[src/rtl/dma_seq_pkg.sv]
package dma_seq_pkg;
  localparam int MODE_W = 16;

  typedef enum logic [2:0] {
    ST_IDLE,
    ST_WAIT,
    ST_RD,
    ST_WR,
    ST_SGL
  } seqState_t;

  // live mode bits copied at start
  typedef struct packed {
    logic reqInternal;
    logic singleAddr;
    logic syncBypass;
    logic ctlOnRead;
  } modeCfg_t;

  // strobes from control to datapath
  typedef struct packed {
    logic loadStart;
    logic capHold;
    logic xferEnd;
  } dpStrobe_t;
endpackage

[src/rtl/dma_seq_dp.sv]
module dma_seq_dp
  import dma_seq_pkg::*;
#(
  parameter int ADDR_W = 16,
  parameter int DATA_W = 16,
  parameter int CNT_W  = 16
) (
  input  logic              clk,
  input  logic              rstN,
  input  logic              modeWr,
  input  logic [MODE_W-1:0] modeData,
  input  logic [CNT_W-1:0]  startCount,
  input  logic [ADDR_W-1:0] startSrc,
  input  logic [ADDR_W-1:0] startDst,
  input  logic [DATA_W-1:0] busRData,
  input  dpStrobe_t         strobe,
  output modeCfg_t          actCfg,
  output logic [ADDR_W-1:0] srcAddr,
  output logic [ADDR_W-1:0] dstAddr,
  output logic [DATA_W-1:0] holdData,
  output logic              cntIsOne,
  output logic              startCntZero
);
  localparam int CFG_W = $bits(modeCfg_t);

  logic [CFG_W-1:0] modeLive;
  logic             unusedModeHi;
  logic [CNT_W-1:0] cnt;
  logic             bumpSrc;
  logic             bumpDst;

  // bits above the live field are reserved and dropped
  assign unusedModeHi = ^modeData[MODE_W-1:CFG_W];

  always_ff @(posedge clk) begin
    if (!rstN) modeLive <= '0;
    else if (modeWr) modeLive <= modeData[CFG_W-1:0];
  end

  always_ff @(posedge clk) begin
    if (!rstN) actCfg <= '0;
    else if (strobe.loadStart) actCfg <= modeCfg_t'(modeLive);
  end

  always_ff @(posedge clk) begin
    if (!rstN) cnt <= '0;
    else if (strobe.loadStart) cnt <= startCount;
    else if (strobe.xferEnd) cnt <= cnt - 1'b1;
  end

  assign cntIsOne     = (cnt == CNT_W'(1));
  assign startCntZero = (startCount == '0);

  // single-address transfers touch only the memory side address
  assign bumpSrc = !actCfg.singleAddr || actCfg.ctlOnRead;
  assign bumpDst = !actCfg.singleAddr || !actCfg.ctlOnRead;

  always_ff @(posedge clk) begin
    if (!rstN) begin
      srcAddr <= '0;
      dstAddr <= '0;
    end else if (strobe.loadStart) begin
      srcAddr <= startSrc;
      dstAddr <= startDst;
    end else if (strobe.xferEnd) begin
      if (bumpSrc) srcAddr <= srcAddr + 1'b1;
      if (bumpDst) dstAddr <= dstAddr + 1'b1;
    end
  end

  always_ff @(posedge clk) begin
    if (!rstN) holdData <= '0;
    else if (strobe.capHold) holdData <= busRData;
  end


  hold_capture_chk: assert property (@(posedge clk) disable iff (!rstN)
    strobe.capHold |=> holdData == $past(busRData));


  mode_isolated_chk: assert property (@(posedge clk) disable iff (!rstN)
    (modeWr && !strobe.loadStart) |=> $stable(actCfg));
endmodule

[src/rtl/dma_seq_ctrl.sv]
module dma_seq_ctrl
  import dma_seq_pkg::*;
(
  input  logic      clk,
  input  logic      rstN,
  input  logic      start,
  input  logic      extReq,
  input  logic      extDone,
  input  logic      busRdy,
  input  modeCfg_t  actCfg,
  input  logic      cntIsOne,
  input  logic      startCntZero,
  output dpStrobe_t strobe,
  output logic      busReq,
  output logic      busWrite,
  output logic      selDst,
  output logic      driveHold,
  output logic      extAck,
  output logic      busy,
  output logic      doneFlag
);
  seqState_t state, stateNxt;
  logic reqS1, reqS2, doneS1, doneS2;
  logic reqSeen, doneSeen, reqOk;
  logic doneLatched, finishNow, xferLast;

  // two-stage synchronizers, always running
  always_ff @(posedge clk) begin
    if (!rstN) begin
      reqS1  <= 1'b0;
      reqS2  <= 1'b0;
      doneS1 <= 1'b0;
      doneS2 <= 1'b0;
    end else begin
      reqS1  <= extReq;
      reqS2  <= reqS1;
      doneS1 <= extDone;
      doneS2 <= doneS1;
    end
  end

  assign reqSeen  = actCfg.syncBypass ? extReq : reqS2;
  assign doneSeen = actCfg.syncBypass ? extDone : doneS2;
  assign reqOk    = actCfg.reqInternal || reqSeen;
  assign finishNow = cntIsOne || doneLatched || doneSeen;

  always_comb begin
    stateNxt = state;
    strobe   = '0;
    xferLast = 1'b0;
    unique case (state)
      ST_IDLE: if (start) begin
        strobe.loadStart = 1'b1;
        stateNxt = startCntZero ? ST_IDLE : ST_WAIT;
      end
      ST_WAIT: if (reqOk) stateNxt = actCfg.singleAddr ? ST_SGL : ST_RD;
      ST_RD: if (busRdy) begin
        strobe.capHold = 1'b1;
        stateNxt = ST_WR;
      end
      ST_WR, ST_SGL: if (busRdy) begin
        strobe.xferEnd = 1'b1;
        xferLast = finishNow;
        stateNxt = finishNow ? ST_IDLE : ST_WAIT;
      end
      default: stateNxt = ST_IDLE;
    endcase
  end

  always_ff @(posedge clk) begin
    if (!rstN) state <= ST_IDLE;
    else state <= stateNxt;
  end

  always_ff @(posedge clk) begin
    if (!rstN) doneLatched <= 1'b0;
    else if (strobe.loadStart) doneLatched <= 1'b0;
    else if (state != ST_IDLE && doneSeen) doneLatched <= 1'b1;
  end

  always_ff @(posedge clk) begin
    if (!rstN) doneFlag <= 1'b0;
    else if (strobe.loadStart) doneFlag <= startCntZero;
    else if (xferLast) doneFlag <= 1'b1;
  end

  assign busy      = (state != ST_IDLE);
  assign busReq    = (state == ST_RD) || (state == ST_WR) || (state == ST_SGL);
  assign selDst    = (state == ST_WR) || (state == ST_SGL && !actCfg.ctlOnRead);
  assign busWrite  = selDst;
  assign driveHold = (state == ST_WR);
  assign extAck    = (state == ST_SGL)
                  || (state == ST_RD && actCfg.ctlOnRead)
                  || (state == ST_WR && !actCfg.ctlOnRead);


  ack_in_cycle_chk: assert property (@(posedge clk) disable iff (!rstN)
    extAck |-> busReq);


  read_then_write_chk: assert property (@(posedge clk) disable iff (!rstN)
    (state == ST_RD && busRdy) |=> (state == ST_WR));


  internal_req_chk: assert property (@(posedge clk) disable iff (!rstN)
    (state == ST_WAIT && actCfg.reqInternal) |=> (state != ST_WAIT));


  cycle_hold_chk: assert property (@(posedge clk) disable iff (!rstN)
    (busReq && !busRdy) |=> (busReq && $stable(busWrite) && $stable(selDst)));


  single_one_cycle_chk: assert property (@(posedge clk) disable iff (!rstN)
    (state == ST_SGL && busRdy) |=> !busReq);


  finish_chk: assert property (@(posedge clk) disable iff (!rstN)
    ((state == ST_WR || state == ST_SGL) && busRdy && cntIsOne) |=> (!busy && doneFlag));
endmodule

[src/rtl/dma_chan_seq.sv]
module dma_chan_seq
  import dma_seq_pkg::*;
#(
  parameter int ADDR_W = 16,
  parameter int DATA_W = 16,
  parameter int CNT_W  = 16
) (
  input  logic              clk,
  input  logic              rstN,
  input  logic              modeWr,
  input  logic [15:0]       modeData,
  input  logic              start,
  input  logic [CNT_W-1:0]  startCount,
  input  logic [ADDR_W-1:0] startSrc,
  input  logic [ADDR_W-1:0] startDst,
  input  logic              extReq,
  input  logic              extDone,
  output logic              extAck,
  output logic              busReq,
  output logic              busWrite,
  output logic [ADDR_W-1:0] busAddr,
  output logic [DATA_W-1:0] busWData,
  input  logic [DATA_W-1:0] busRData,
  input  logic              busRdy,
  output logic              busy,
  output logic              doneFlag
);
  dpStrobe_t         strobe;
  modeCfg_t          actCfg;
  logic [ADDR_W-1:0] srcAddr, dstAddr;
  logic [DATA_W-1:0] holdData;
  logic              cntIsOne, startCntZero, selDst, driveHold;

  dma_seq_dp #(.ADDR_W(ADDR_W), .DATA_W(DATA_W), .CNT_W(CNT_W)) u_dp (
    .clk(clk), .rstN(rstN), .modeWr(modeWr), .modeData(modeData),
    .startCount(startCount), .startSrc(startSrc), .startDst(startDst),
    .busRData(busRData), .strobe(strobe), .actCfg(actCfg),
    .srcAddr(srcAddr), .dstAddr(dstAddr), .holdData(holdData),
    .cntIsOne(cntIsOne), .startCntZero(startCntZero)
  );

  dma_seq_ctrl u_ctrl (
    .clk(clk), .rstN(rstN), .start(start), .extReq(extReq), .extDone(extDone),
    .busRdy(busRdy), .actCfg(actCfg), .cntIsOne(cntIsOne),
    .startCntZero(startCntZero), .strobe(strobe), .busReq(busReq),
    .busWrite(busWrite), .selDst(selDst), .driveHold(driveHold),
    .extAck(extAck), .busy(busy), .doneFlag(doneFlag)
  );

  assign busAddr  = selDst ? dstAddr : srcAddr;
  assign busWData = driveHold ? holdData : '0;
endmodule

[config.mk]
export PLATFORM = sky130hd
export DESIGN_NAME = dma_chan_seq
export DESIGN_NICKNAME = d
export VERILOG_FILES = /design/src/rtl/dma_seq_pkg.sv /design/src/rtl/dma_seq_dp.sv /design/src/rtl/dma_seq_ctrl.sv /design/src/rtl/dma_chan_seq.sv
export SDC_FILE = /design/constraint.sdc
export NUM_CORES = 1
export LEC_CHECK = 0
export BUFFER_PORTS_ARGS = -buffer_cell sky130_fd_sc_hd__buf_2
export CAP_MARGIN = 25
export CORE_MARGIN = 2
export CORE_UTILIZATION = 53
export CTS_BUF_LIST = sky130_fd_sc_hd__clkbuf_16
export CTS_CLUSTER_SIZE = 40
export DETAILED_ROUTE_END_ITERATION = 6
export GPL_TIMING_DRIVEN = 1
export MAX_ROUTING_LAYER = met4
export PLACE_DENSITY_LB_ADDON = 0.1
export SLEW_MARGIN = 20
export SYNTH_ARGS = -nofsm -noshare
export SYNTH_HDL_FRONTEND = slang
export SYNTH_SLANG_ARGS = --single-unit
[constraint.sdc]
create_clock -name clk -period 1.86 [get_ports clk]
set_input_delay 0.093 -clock clk [delete_from_list [all_inputs] [get_ports clk]]
set_output_delay 0.093 -clock clk [all_outputs]
set_load 0.02 [all_outputs]
==> results.cfg, run 1 <==
[synth]
synthDistinctLibCells = 67
ys_seq_area_frac = 0.3585
synth_nets = 659
synth-edff-count = 0
synth_top_cell_area_share = 0.3585
synth_area_per_cell_um2 = 7.963
synth_warnings = 0
ys.flop_type = dfxtp_1
syn_inst = 568
synthTopCellsByArea = dfxtp_1 36%, a21oi_1 7.4%, nand2_1 6.7%
synth_largest_area_cell = dfxtp_1
ys_seq_elements = 81
synth_async_sr_flop_share = 0
netlist_area_mm2 = 0.004523

[clocking]
numCtsBuffers = 9
clk_latency_ns = 0.34
cts_tree = yes
cts_root_buf = clkbuf_16
cts-htree-levels = 3
cts_buffer_depth = 2
path_clk_slew_ns = 0.06
clkSinkCount = 81

[setup_path]
path_max_fanout = 5
path_buf_inv = 5
reg2regPathDepth = 10
crit_path_end_kind = primary output
cpLargestDelayFamily = buffers and inverters
worst-setup-path-type = reg2out
r2r_setup_slack_ns = -0.14
crit_path_start_kind = flip-flop
crit_slowest_cell = dfxtp_4
path_cells = buf_6, and3b_2, buf_6, a21oi_4, buf_6, buf_16, mux2_4, buf_6
crit_cells = 8
r2r_start = u_ctrl.state[2]
crit_required_ns = 1.77
cp_common_cell = buf_6
reg2reg_to = u_dp.srcAddr[12]
worstPathArrival_ns = 2.03
cp_slowest_stage_delay_ns = 0.37

[power]
pwr-share-seq = 0.283
vdd_ir_drop_max_mv = 0.6828
p_clk_frac = 0.230
power.leakage_nw = 2.837
power-per-cell-area_mw_per_mm2 = 1209
p_sw_frac = 0.3801
intPower_mw = 5.130
switching_power_mw = 3.146
power_frac_comb = 0.486

[die]
fp-row-count = 33
ios = 124
core_area_mm2 = 0.008258
die_area_mm2 = 0.009289
die_x_um = 96.38
start_util = 0.5477
die_h_um = 96.38

[place]
port_buffers = 111
globalplace.congestion = 0.9063
dp_hpwl_um = 9583
post-place-ws_ns = 0.006100

[global_routing]
grt_pass1_wl_um = 22860
grt_pass1_vias = 4723
gr-total-overflow = 0
track_usage = 0.3235
antenna_found_initial = 0
grt_max_degree = 59

[routing]
wl_met1_um = 6803
wl_met3_um = 1576
drt_iter0_markers = 547
routed_wl_um = 17230
met2_length_um = 8147
top_layer = met4
postRouteAntennaNets = 0
route.detailed.drc = 0
num_vias = 5545
viasPerCell = 6.433
wl_per_cell_um = 19.99
dr.pass1.iters = 5

[sta]
relSlewSlack = 0.4926
period_share = 1.143
hold_violations = 2
hold_ws_ns = -0.004045
max_freq_ghz = 0.4702
finalCriticalPeriod_ns = 2.127
tns_ns = -4.977
setup_viol = 41
setup_slack_ns = -0.2666
rsz0062_at_grt = true
drv_slew = 0
worstMarginPinSlew_ns = 0.7596
clock_skew_ns = 0.008605

[finish]
layout.area.seq_mm2 = 0.001632
area_growth_pct = 51.31
fillers = 480
finalNetCount = 844
multiInputGateArea_mm2 = 0.002953
drive_gt1_frac = 0.3752
antenna_cells = 0

[run_status]
violations = hold timing, setup timing
status = finished, violations left

[flow_run]
maxCapViolCount = 0

[hold_path]
hold_start = busRData[13]
hold_path_depth = 3
worstHoldPathType = in2reg
min_to = u_dp.holdData[13]
==> power by group through the flow <==
| stage | clock network (mW) | registers (mW) | logic, mW |
|---|---|---|---|
| floorplan | 0 | 2.27 | 1.80 |
| global placement | 0 | 2.31 | 2.72 |
| detailed placement | 0 | 2.32 | 2.79 |
| CTS | 1.90 | 2.30 | 3.14 |
| global route | 1.97 | 2.37 | 4.23 |
| finish | 1.91 | 2.35 | 4.02 |
==> synthesized netlist by cell type, types with 4 or more instances <==
| library cell | n |
|---|---|
| mux2i_1 | 8 |
| ha_1 | 4 |
| nand4_1 | 11 |
| o211ai_1 | 7 |
| o31a_1 | 4 |
| nor3_1 | 13 |
| nand2b_1 | 7 |
| a221oi_1 | 7 |
| buf_4 | 4 |
| mux2_2 | 15 |
| nor4_1 | 10 |
| a311oi_1 | 5 |
| a211oi_1 | 6 |
| a21oi_1 | 67 |
| and4_1 | 5 |
| a32oi_1 | 4 |
| clkbuf_1 | 22 |
| a21o_1 | 4 |
| buf_2 | 12 |
| nand2_1 | 81 |
| and2_1 | 22 |
| o21ai_0 | 28 |
| inv_1 | 8 |
| dfxtp_1 | 81 |
| o22ai_1 | 5 |
| a22oi_1 | 5 |
| nand3_1 | 18 |
| nor2_1 | 40 |
| o32ai_1 | 6 |
==> layout by cell type, fill, tap and decap left out, types with 22 or more instances in the layout <==
cell type	netlist	routed
buf_2	12	89
buf_4	4	53
nand2_1	81	79
a21oi_1	67	58
and2_1	22	22
o21ai_0	28	22
dfxtp_1	81	77
buf_6	1	45
nor2_1	40	38
==> worst register-to-register path: cells and delay by family (launching register included) <==
family | cells | cell delay, ns
DFF | 1 | 0.37
buffers and inverters | 5 | 0.73
AOI/OAI and AO/OA | 3 | 0.51
and+or+nand+nor | 2 | 0.27
==> timing repair <==
action	in CTS	in global routing
endpoints found under the setup margin	16	61
hold endpoints to repair	15	0
cloned	3	3
gates resized for setup	65	92
setup buffers	10	17
pin swaps	2	26
hold buffers	15	0
==> stage by stage <==
step / power (mW) / cells / cell area (um^2) / utilization
finish: 8.275 / 862 / 6844 / 0.8288
global route: 8.570 / 862 / 6844 / 0.8288
floorplan: 4.069 / 568 / 4523 / -
CTS: 7.347 / 844 / 6320 / 0.7653
global placement: 5.029 / 801 / 5504 / 0.6665
detailed placement: 5.113 / 801 / 5504 / 0.6665
==> how the worst max path moves through the flow <==
stage,startpoint,to,slack (ns)
after global routing,u_ctrl.state[2],busAddr[14],-0.29
after detailed placement,u_ctrl.state[0],u_dp.dstAddr[0],0.006
after floorplan,u_ctrl.state[2],busAddr[10],0.05
after global placement,u_ctrl.state[0],u_dp.srcAddr[0],0.04
final,u_ctrl.state[2],busAddr[14],-0.27
after CTS,u_ctrl.state[1],busAddr[10],-0.25
==> cell type report <==
type                       count  area share
clock inverter                 6     0.01243
multi-input combinational    438      0.4314
clock buffer                   9     0.03291
tap                          105     0.01920
sequential                    81      0.2384
inverter                       8    0.004388
timing repair buffer         215      0.2612
==> logic make-up after synthesis <==
logic type,synth area share
AOI/OAI and AO/OA,0.2542
xor gates and xnor gates,0.005810
adders and majority gates,0.01107
buffers and inverters,0.04896
DFF,0.3585
muxes,0.05505
and+or+nand+nor,0.2664
==> per-layer routing <==
| metal | global-route usage | up-vias |
|---|---|---|
| met4 | 0.1045 | 0 |
| met3 | 0.06594 | 85 |
| met2 | 0.5017 | 361 |
| met1 | 0.4251 | 2640 |
| met5 | - | - |
| li1 | - | 2459 |
==> state kept, by name, summed over array words and instances (netlist names) <==
name,cells
u_dp.dstAddr,16
u_ctrl.doneFlag,1
u_dp.holdData,16
u_ctrl.doneS1,1
u_dp.srcAddr,16
u_ctrl.reqS2,1
u_ctrl.doneS2,1
u_dp.cnt,16
u_dp.modeLive,4
u_ctrl.state,3
u_ctrl.reqS1,1
u_dp.actCfg,4
u_ctrl.doneLatched,1
No activity file was read; power rests on OpenSTA's default activity.
==> run 2, diff against run 1 <==
--- a/config.mk
+++ b/config.mk
@@ -19,3 +19,4 @@
 export SYNTH_ARGS = -nofsm -noshare
 export SYNTH_HDL_FRONTEND = slang
+export SYNTH_HIERARCHICAL = 1
 export SYNTH_SLANG_ARGS = --single-unit
==> constraint.sdc (replaced) <==
create_clock -name clk -period 2.28 [get_ports clk]
set_input_delay 0.114 -clock clk [delete_from_list [all_inputs] [get_ports clk]]
set_output_delay 0.114 -clock clk [all_outputs]
set_load 0.01 [all_outputs]
==> run 2 against run 1 <==
Effect of this change:
- the flow now finishes without violations
- cell count shrank 14%
- non-clock buffer count shrank 65
- total power shrank 48%
- die area shrank 1.6%
- wire length shrank 36%
- largest cell class unchanged
- largest power group is now sequential cells
- highest routed layer unchanged
==> results.cfg, run 2 <==
[finish]
multiInputGateArea_mm2 = 0.002683
final_common_cell = buf_2
antenna_cells = 0
fillers = 670
area_growth_pct = 28.46
layout.area.seq_mm2 = 0.001623
drive_gt1_frac = 0.3250
mostFrequentLayoutCells = 100 x buf_2, 80 x dfxtp_1, 42 x o21ai_0
finalNetCount = 724

[routing]
wl_met3_um = 541
postRouteAntennaNets = 0
routed_wl_um = 11100
wl_met1_um = 5036
viasPerCell = 5.613
top_layer = met4
met2_length_um = 5370
wl_per_cell_um = 14.96
route.detailed.drc = 0
drt_iter0_markers = 148
dr.pass1.iters = 5
num_vias = 4165

[sta]
setup_slack_ns = 0.006808
finalCriticalPeriod_ns = 2.273
relSlewSlack = 0.5897
clock_skew_ns = 0.009662
rsz0062_at_grt = true
setup_viol = 0
max_freq_ghz = 0.4399
hold_violations = 0
worstMarginPinSlew_ns = 0.6139
drv_slew = 0
hold_ws_ns = 0.005281
period_share = 0.9970

[clocking]
cts-htree-levels = 3
cts_root_buf = clkbuf_16
clkSinkCount = 81
cts_buffer_depth = 2
cts_tree = yes
clk_latency_ns = 0.33
path_clk_slew_ns = 0.06
numCtsBuffers = 9

[die]
core_area_mm2 = 0.008175
fp-row-count = 33
start_util = 0.5442
ios = 124
die_h_um = 95.63
die_area_mm2 = 0.009144
die_x_um = 95.63

[run_status]
status = finished, final reports clean

[synth]
syn_inst = 504
synthTopCellsByArea = dfxtp_1 36%, mux2i_1 6.1%, o21ai_0 4.8%
yosysMostFrequentCell = dfxtp_1
synth_area_per_cell_um2 = 8.828
synth_top_cell_area_share = 0.3645
ys_top_cells_by_count = 81 x dfxtp_1, 43 x o21ai_0, 34 x nor2_1
synth_largest_area_cell = dfxtp_1
synthDistinctLibCells = 72
netlist_area_mm2 = 0.004449
ys_seq_area_frac = 0.3645
synth_warnings = 6
synth-edff-count = 0
ys.flop_type = dfxtp_1
ys_seq_elements = 81
synth_async_sr_flop_share = 0
synth_nets = 595

[setup_path]
crit_path_end_kind = flip-flop
worst-setup-path-type = reg2reg
cpLargestDelayFamily = simple AND/OR/NAND/NOR gates
path_buf_inv = 0
cp_slowest_stage_delay_ns = 0.51
cp_common_cell = or2_4
crit_cells = 7
worstPathArrival_ns = 2.52
path_max_fanout = 6
crit_path_start_kind = flip-flop
crit_slowest_cell = or4_1
crit_required_ns = 2.53
path_cells = or2_4, or2_4, a21boi_2, nand2_1, or4_4, or4_1, a31oi_1
reg2regPathDepth = 7

[hold_path]
hold_path_depth = 2
worstHoldPathType = in2reg

[place]
globalplace.congestion = 0.8752
post-place-ws_ns = -0.1180
port_buffers = 111
dp_hpwl_um = 7916

[global_routing]
grt_max_degree = 62
track_usage = 0.2534
grt_pass1_vias = 3761
grt_pass1_wl_um = 17730
antenna_found_initial = 0
gr-total-overflow = 0

[flow_run]
maxCapViolCount = 0

[power]
power-per-cell-area_mw_per_mm2 = 754.8
vdd_ir_drop_max_mv = 0.4589
power.leakage_nw = 2.386
==> run 2: cell count changes after synthesis, moves of 14 or more <==
cell and delta:
nand2_1 -61, a21oi_1 -45, mux2i_1 +19, o21ai_0 +15
a31oi_1 +14, xor2_1 +14
==> run 2: logic make-up (layout without fill, tap and decap cells) <==
logic type | count (synthesis) | in the layout | synth area share
simple gates | 180 | 180 | 0.2340
compound gates | 122 | 122 | 0.1727
flops | 81 | 81 | 0.3645
buf+inv | 47 | 180 | 0.05287
mux | 45 | 45 | 0.1156
xor+xnor | 25 | 25 | 0.04921
fa+ha+maj | 4 | 4 | 0.01125
==> run 2: path summary, 6_finish.rpt <==
kind	from	endpoint	slack, ns
hold / removal	extReq	u_ctrl/reqS1	0.005
hold reg to reg	u_ctrl/reqS1	u_ctrl/reqS2	0.43
setup / recovery	u_ctrl/state[0]	u_dp/srcAddr[14]	0.007
setup reg to reg	u_ctrl/state[0]	u_dp/srcAddr[14]	0.007
==> run 2: power by group <==
part / switching (mW) / leakage, nW / internal [mW]
logic: 0.594 / 1.59 / 0.615
clock network: 0.563 / 0.133 / 0.725
registers: 0.213 / 0.666 / 1.60
==> run 2: metal layers <==
metal / vias up / global-route usage
li1: 2103 / -
met1: 1933 / 0.3219
met2: 117 / 0.4062
met3: 12 / 0.04901
met4: 0 / 0.08214
met5: - / -
==> run 2: through the flow <==
step	power [mW]	instance area (um^2)	utilization	std cells	setup TNS [ns]
6_report	4.314	5715	0.6991	742	0
5_1_grt	4.564	5715	0.6991	742	-1.014
4_1_cts	4.239	5525	0.6758	734	0
3_5_place_dp	2.938	5214	0.6377	715	-0.5346
3_3_place_gp	2.906	5214	0.6377	715	-0.1299
2_1_floorplan	2.569	4483	-	504	-0.3845
==> run 2: cell type report <==
cell class,instances,area share
inverter,15,0.009851
multi-input combinational,376,0.4694
tap,105,0.02299
clock inverter,6,0.006130
timing repair buffer,150,0.1683
sequential,81,0.2839
clock buffer,9,0.03940
==> run 2: what timing repair did <==
action / 4_1_cts / 5_1_grt
cloned: 0 / 1
hold endpoints to repair: 1 / 0
hold buffers: 1 / 0
gates resized for setup: 6 / 23
buffers inserted: 3 / 7
setup endpoints to repair: 17 / 23
pin swaps: 5 / 13
==> run 3, diff against run 2 <==
--- a/config.mk
+++ b/config.mk
@@ -13,5 +13,4 @@
 export CTS_CLUSTER_SIZE = 40
 export DETAILED_ROUTE_END_ITERATION = 6
-export GPL_TIMING_DRIVEN = 1
 export MAX_ROUTING_LAYER = met4
 export PLACE_DENSITY_LB_ADDON = 0.1
==> constraint.sdc (replaced) <==
create_clock -name clk -period 2.28 [get_ports clk]
set_input_delay 0.228 -clock clk [delete_from_list [all_inputs] [get_ports clk]]
set_output_delay 0.228 -clock clk [all_outputs]
set_load 0.01 [all_outputs]
==> run 3 against run 2 <==
Effect of this change:
- the flow now finishes with violations (setup timing)
- critical endpoint is now busAddr[1]
- core utilization up 1.4 points
- clock skew down 0.0055 ns
- cell count up 0.40%
- critical path type is now reg2out
- largest power group unchanged
==> results.cfg, run 3 (synthesized netlist as in run 2, its figures left out) <==
[die]
fp-row-count = 33
core_area_mm2 = 0.008175
die_h_um = 95.63
die_x_um = 95.63
die_area_mm2 = 0.009144
ios = 124
start_util = 0.5442

[clocking]
path_clk_slew_ns = 0.06
cts_root_buf = clkbuf_16
cts_buffer_depth = 2
cts-htree-levels = 3
cts_tree = yes
numCtsBuffers = 9
clkSinkCount = 81
clk_latency_ns = 0.33

[sta]
finalCriticalPeriod_ns = 2.384
setup_slack_ns = -0.1041
clock_skew_ns = 0.004204
hold_violations = 0
hold_ws_ns = 0.1210
period_share = 1.046
tns_ns = -1.482
relSlewSlack = 0.6023
setup_viol = 18
worstMarginPinSlew_ns = 0.5951
drv_slew = 0
max_freq_ghz = 0.4194
rsz0062_at_grt = true

[power]
p_total_mw = 4.562
power.leakage_nw = 2.427
power-per-cell-area_mw_per_mm2 = 782.5
vdd_ir_drop_max_mv = 0.4490

[routing]
dr.pass1.iters = 5
routed_wl_um = 11520
postRouteAntennaNets = 0
wl_per_cell_um = 15.47
drt_iter0_markers = 203
num_vias = 4269
viasPerCell = 5.730
route.detailed.drc = 0

[finish]
instances_no_fill = 745
antenna_cells = 0
finalNetCount = 726
area_growth_pct = 31.05
mostFrequentLayoutCells = 95 x buf_2, 80 x dfxtp_1, 43 x o21ai_0
final_common_cell = buf_2
layout.area.seq_mm2 = 0.001623
fin_util = 0.7132
fillers = 652
drive_gt1_frac = 0.3250
final_area_mm2 = 0.005831
multiInputGateArea_mm2 = 0.002683

[global_routing]
gr-total-overflow = 0
grt_pass1_wl_um = 18360
grt_max_degree = 62
grt_pass1_vias = 3929
antenna_found_initial = 0
track_usage = 0.2604

[setup_path]
path_buf_inv = 3
reg2reg_to = u_dp/srcAddr[14]
cpLargestDelayFamily = simple AND/OR/NAND/NOR gates
endpoint = busAddr[1]
worst-setup-path-type = reg2out
path_cells = or2_4, or2_4, buf_6, o21ai_4, buf_12, mux2_4, buf_6
cp_slowest_stage_delay_ns = 0.32
crit_required_ns = 2.05
crit_path_end_kind = primary output
worstPathArrival_ns = 2.16
path_max_fanout = 8
r2r_setup_slack_ns = -0.06
r2r_start = u_ctrl/state[0]
crit_path_start_kind = flip-flop
reg2regPathDepth = 8
crit_cells = 7
crit_slowest_cell = dfxtp_2
setup.worst_path.start = u_ctrl/state[0]

[place]
placed_area_mm2 = 0.005216
post-place-ws_ns = -0.08453
globalplace.congestion = 0.8384
placedCellCount = 717
dp_hpwl_um = 8072
port_buffers = 111

[run_status]
status = finished, violations left
violations = setup timing

[hold_path]
worstHoldPathType = in2reg

[flow_run]
maxCapViolCount = 0
run 3: cell count changes in the layout (fill, tap and decap cells not counted), sizes merged, moves of 2 or more:
cell	before	now
clkinv	4	6
bufinv	0	2
inv	16	14
buf	148	152
run 3: power by group:
part	total, mW	leakage [nW]	switching [mW]	internal (mW)
registers	1.82	0.666	0.212	1.60
clock network	1.51	0.152	0.560	0.948
logic	1.24	1.61	0.604	0.634
run 3: how the worst min path moves through the flow:
stage	start	to	slack [ns]	depth (start not counted)
2_1_floorplan	rstN	u_ctrl/state[2]	0.35	1
3_3_place_gp	u_ctrl/reqS1	u_ctrl/reqS2	0.42	1
3_5_place_dp	u_ctrl/doneS1	u_ctrl/doneS2	0.43	1
4_1_cts	startDst[0]	u_dp/dstAddr[0]	0.12	2
5_1_grt	startDst[1]	u_dp/dstAddr[1]	0.11	2
6_report	startDst[0]	u_dp/dstAddr[0]	0.12	2
run 3: layout make-up:
| cell class | count | area share |
|---|---|---|
| inverters | 15 | 0.009657 |
| repair buffers | 152 | 0.1762 |
| clock inverters | 7 | 0.01459 |
| clock buffers | 9 | 0.03863 |
| flip-flops and latches | 81 | 0.2783 |
| well taps | 105 | 0.02253 |
| multi-input cells | 376 | 0.4601 |
run 3: per-layer routing:
metal  wire length, um  vias to the layer above  global-route usage
met5                 0                        -                   -
met1              5116                     2013              0.3228
met3               535                       15             0.04190
met4               202                        0             0.08929
li1                  -                     2110                   -
met2              5669                      131              0.4307
run 3: timing repair:
action                                  4_1_cts  5_1_grt
endpoints found under the setup margin       23       34
setup buffers                                 5        7
hold buffers                                  0        0
pin swaps                                    12       10
resized for setup                            29       10
gates cloned                                  1        0
